[config.mk]
export PLATFORM = sky130hd
export DESIGN_NAME = t0_addr_codec
export DESIGN_NICKNAME = d
export VERILOG_FILES = /design/src/rtl/t0_addr_codec.sv
export SDC_FILE = /design/constraint.sdc
export NUM_CORES = 1
export LEC_CHECK = 0
export CAP_MARGIN = 20
export CELL_PAD_IN_SITES_DETAIL_PLACEMENT = 1
export CELL_PAD_IN_SITES_GLOBAL_PLACEMENT = 1
export CORE_MARGIN = 3
export CORE_UTILIZATION = 43
export DETAILED_ROUTE_END_ITERATION = 12
export GPL_TIMING_DRIVEN = 1
export HOLD_SLACK_MARGIN = 0.02
export PLACE_DENSITY = 0.85
export SYNTH_ARGS = -nofsm -noshare
export SYNTH_HDL_FRONTEND = slang
export SYNTH_SLANG_ARGS = --single-unit
[constraint.sdc]
create_clock -name clk -period 7.05 [get_ports clk]
set_input_delay 0.705 -clock clk [delete_from_list [all_inputs] [get_ports clk]]
set_output_delay 0.705 -clock clk [all_outputs]
set_load 0.01 [all_outputs]
[src/rtl/t0_addr_codec.sv]
module t0_addr_codec #(
  parameter int AW = 16
) (
  input  logic          clk,
  input  logic          rst,
  input  logic          in_valid,
  input  logic [AW-1:0] in_addr,
  output logic [AW-1:0] bus_addr,
  output logic          bus_inc,
  output logic          bus_vld,
  output logic          out_valid,
  output logic [AW-1:0] out_addr
);

  localparam logic [AW-1:0] ONE = AW'(1);

  logic [AW-1:0] tx_last;
  logic          tx_primed;
  logic [AW-1:0] tx_next;
  logic          tx_seq;
  logic [AW-1:0] rx_next;

  assign tx_next = tx_last + ONE;
  assign tx_seq  = tx_primed && (in_addr == tx_next);
  assign rx_next = out_addr + ONE;

  always_ff @(posedge clk) begin
    if (rst) begin
      tx_last   <= '0;
      tx_primed <= 1'b0;
      bus_addr  <= '0;
      bus_inc   <= 1'b0;
      bus_vld   <= 1'b0;
    end else begin
      bus_vld <= in_valid;
      bus_inc <= in_valid && tx_seq;
      if (in_valid) begin
        tx_last   <= in_addr;
        tx_primed <= 1'b1;
        if (!tx_seq) bus_addr <= in_addr;
      end
    end
  end

  always_ff @(posedge clk) begin
    if (rst) begin
      out_valid <= 1'b0;
      out_addr  <= '0;
    end else begin
      out_valid <= bus_vld;
      if (bus_vld) out_addr <= bus_inc ? rx_next : bus_addr;
    end
  end

  assert_first_explicit_R2: assert property (@(posedge clk) disable iff (rst)
    ($past(!tx_primed) && $past(in_valid)) |-> (bus_vld && !bus_inc && bus_addr == $past(in_addr)));

  assert_inc_freezes_lines_R3: assert property (@(posedge clk) disable iff (rst)
    bus_inc |-> (bus_vld && $stable(bus_addr)));

  assert_idle_quiet_R6: assert property (@(posedge clk) disable iff (rst)
    !bus_vld |-> (!bus_inc && $stable(bus_addr)));

  assert_rx_increment_R7: assert property (@(posedge clk) disable iff (rst)
    (out_valid && $past(bus_inc)) |-> (out_addr == $past(out_addr) + ONE));

  assert_rx_explicit_R7: assert property (@(posedge clk) disable iff (rst)
    (out_valid && !$past(bus_inc)) |-> (out_addr == $past(bus_addr)));

  assert_roundtrip_R8: assert property (@(posedge clk) disable iff (rst)
    out_valid |-> (out_addr == $past(in_addr, 2)));

endmodule

==> flow_summary_export.csv <==
group,metric,value,unit
outcome,status,"complete, no violations",
detailed_routing,first_iter_violations,128,
timing,rsz0062_at_grt,"false",
clock_network,insertion_delay,310,ps
global_route,grt_pass1_vias,3231,
synthesis,syn_nets,421,
floorplanning,rows,31,
detailed_routing,vias,3216,
cells_and_area,nets,456,
clock_network,clk_pin_slew_worst_paths,100,ps
global_route,antenna_found_initial,0,
synthesis,yosysSeqAreaShare,32.2,%
placed_design,numPortBuffers,53,
power_and_ir_drop,power_leakage,1.38,nW
setup_path,crit_family,"buffers and inverters",
synthesis,synth_area,3240,µm²
timing,setup_viol,0,
timing,final.min_clock_period,3050,ps
global_route,grt_max_degree,68,
clock_network,clock-sinks,52,
timing,finalHoldViolCount,0,
detailed_routing,drt_wl_total,9710,µm
floorplanning,start_util,44.4,%
clock_network,cts_tree,"built",
setup_path,r2r_slack,4210,ps
setup_path,arrival,3260,ps
detailed_routing,wl_per_cell,18.1,µm
placed_design,dp_hpwl,6720,µm
clock_network,cts_max_level,2,
floorplanning,die_area,8600,µm²
cells_and_area,diodes,0,
setup_path,path_cells,"clkdlybuf4s50_1 > xor2_1 > or4b_1 > o211ai_1 > o22ai_1 > nor4_4 > buf_4 > nor2_1 > a311o_1",
timing,slew_headroom,54.9,%
detailed_routing,drc,0,
synthesis,ys_warn_count,0,
placed_design,place_area,3800,µm²
setup_path,cp_max_fo,32,
clock_network,cts_setup_buffers,0,
cells_and_area,fillers,918,
power_and_ir_drop,power.total,724,µW
setup_path,crit_path_top_delay_cell,"or4b_1",
run,max_cap_viol_count,0,
synthesis,synth-seq-cells,52,
synthesis,synth_edf_count,0,
timing,hold_slack,522,ps
setup_path,path_class,"input port to register",
power_and_ir_drop,peakVddDrop,0.0998,mV
floorplanning,core,7290,µm²
cells_and_area,design_area,3930,µm²
timing,tightest_slew,676,ps
global_route,grt-ovfl-total,0,
global_route,grt_pass1_wl,15900,µm
setup_path,max_stage_delay,480,ps
synthesis,ys.flop_type,"dfxtp_1",
placed_design,placedCellCount,526,
cells_and_area,drive_gt1_share,7.57,%
synthesis,avgSynthCellArea,8.09,µm²
synthesis,ys_async_sr_fraction,0,%
hold_path,hold_class,"register to register",
cells_and_area,area_growth,21.4,%
timing,report.final.slew_viol_count,0,
floorplanning,io-pin-count,54,
placed_design,place.gp.congestion,0.869,
detailed_routing,drtPass1Iterations,6,
setup_path,path_buf_inv,2,
timing,setup_tns,0,ps
clock_network,cts.hold.buffers_added,0,
detailed_routing,via_per_inst,6.01,
detailed_routing,ant_nets,0,
global_route,grt_use_total,22.7,%
clock_network,root_buffer,"clkbuf_8",
clock_network,cts_buffers,5,
synthesis,syn_inst,400,
timing,post-route-period-util,43.2,%
floorplanning,die_w,92.8,µm
cells_and_area,fin_cells,535,
setup_path,end_kind,"register",
timing,clock.fmax,328,MHz
timing,finalClockSkew,6.92,ps
power_and_ir_drop,p_per_area,184,nW/µm²
setup_path,crit_required,7270,ps
clock_network,cts.path.max_buffers,2,
clock_network,post_cts_resize_count,0,
synthesis,yosysUniqueCellTypes,53,
setup_path,cp-start-kind,"input port",
floorplanning,die_h,92.8,µm
[metrics by stage]
step	utilization [%]	setup slack, ps
finish	53.9	4000
global route	53.9	3830
CTS	53.8	4010
detailed placement	52.1	3680
global placement	52.1	3740
floorplan	-	4570
[registers in the layout (all words and copies together), names as in the netlist]
register / flops
bus_vld: 1
bus_addr: 16
out_addr: 16
out_valid: 1
bus_inc: 1
tx_primed: 1
tx_last: 16
[area by class of cell]
class                           count  area [µm²]  share of cell area (%)
Multi-Input combinational cell    297        1990                    50.6
Sequential cell                    52        1040                    26.5
Timing Repair Buffer               60         578                    14.7
Tap cell                           99         124                    3.15
Clock buffer                        7        96.3                    2.45
Inverter                           19        71.3                    1.81
Clock inverter                      1        30.0                   0.764
[final timing paths]
kind | start | to | cells after the start
min | out_addr[7]$_SDFFE_PP0P_ | out_addr[7]$_SDFFE_PP0P_ | 2
max reg2reg | tx_last[2]$_SDFFE_PP0P_ | bus_addr[14]$_SDFFE_PP0P_ | 8
min reg2reg | out_addr[7]$_SDFFE_PP0P_ | out_addr[7]$_SDFFE_PP0P_ | 2
max | in_addr[8] | bus_addr[14]$_SDFFE_PP0P_ | 9
[layout by cell type (no fill, tap or decap), drive strengths merged, types with 5 or more instances in the layout]
cell type      count
clkbuf             7
nor2              38
o21ai             14
o32a              15
buf                8
xnor2              9
nand3             13
nor3               5
a21oi             11
nand4              7
nand4b            15
clkdlybuf4s50     52
nand2             51
o211ai            17
mux2i             19
xor2               8
inv               19
dfxtp             52
a211oi             8
o22ai             11
[worst register-to-register path: stages, from the launching register on]
cell and delay (ps):
dfxtp_1 480, and4_1 420, nand2_2 160, nor4_1 480
o22ai_1 190, nor4_4 270, buf_4 390, nor2_1 80
a311o_1 270
[synth_stat cells, drive strengths merged (2+ instances only)]
master,n,area share (%)
o32a,15,4.6
clkbuf,20,2.3
inv,19,2.2
nand4b,15,4.1
nor4,4,1.2
nor4b,2,0.54
nand2,51,6.0
o22ai,11,2.3
o21ai,14,2.2
nand3,13,2.0
o32ai,2,0.54
nor2b,4,0.77
o211ai,17,5.5
and3b,3,0.81
o31a,2,0.54
nand4,7,1.4
and4,4,1.1
nand2b,4,0.77
nor2,38,4.4
and3,4,0.77
dfxtp,52,32
nor3b,2,0.46
a21oi,11,1.7
or2,4,0.77
a211oi,8,1.9
nor3,5,0.77
mux2i,19,5.9
ha,2,0.77
xor2,8,2.2
xnor2,9,2.4
or4b,2,0.62
a22oi,4,0.93
buf,12,2.0
[metal layers]
metal  global-route usage [%]  share of wire, %
met4                     7.81               2.0
met1                     28.2                44
met2                     39.8                51
met5                        0                 0
met3                     3.17               2.5
[power breakdown]
group	switching, mW	internal [mW]
sequential	0.0260	0.314
combinational	0.0745	0.0749
clock	0.109	0.126
[cell families after synthesis]
logic type	after synthesis	synth area share, %
compound gates	94	23.0
mux	19	5.88
xor+xnor	17	4.60
fa+ha+maj	2	0.773
simple gates	165	27.1
buf+inv	51	6.57
flops	52	32.2
(Power assumes the default switching activity.)
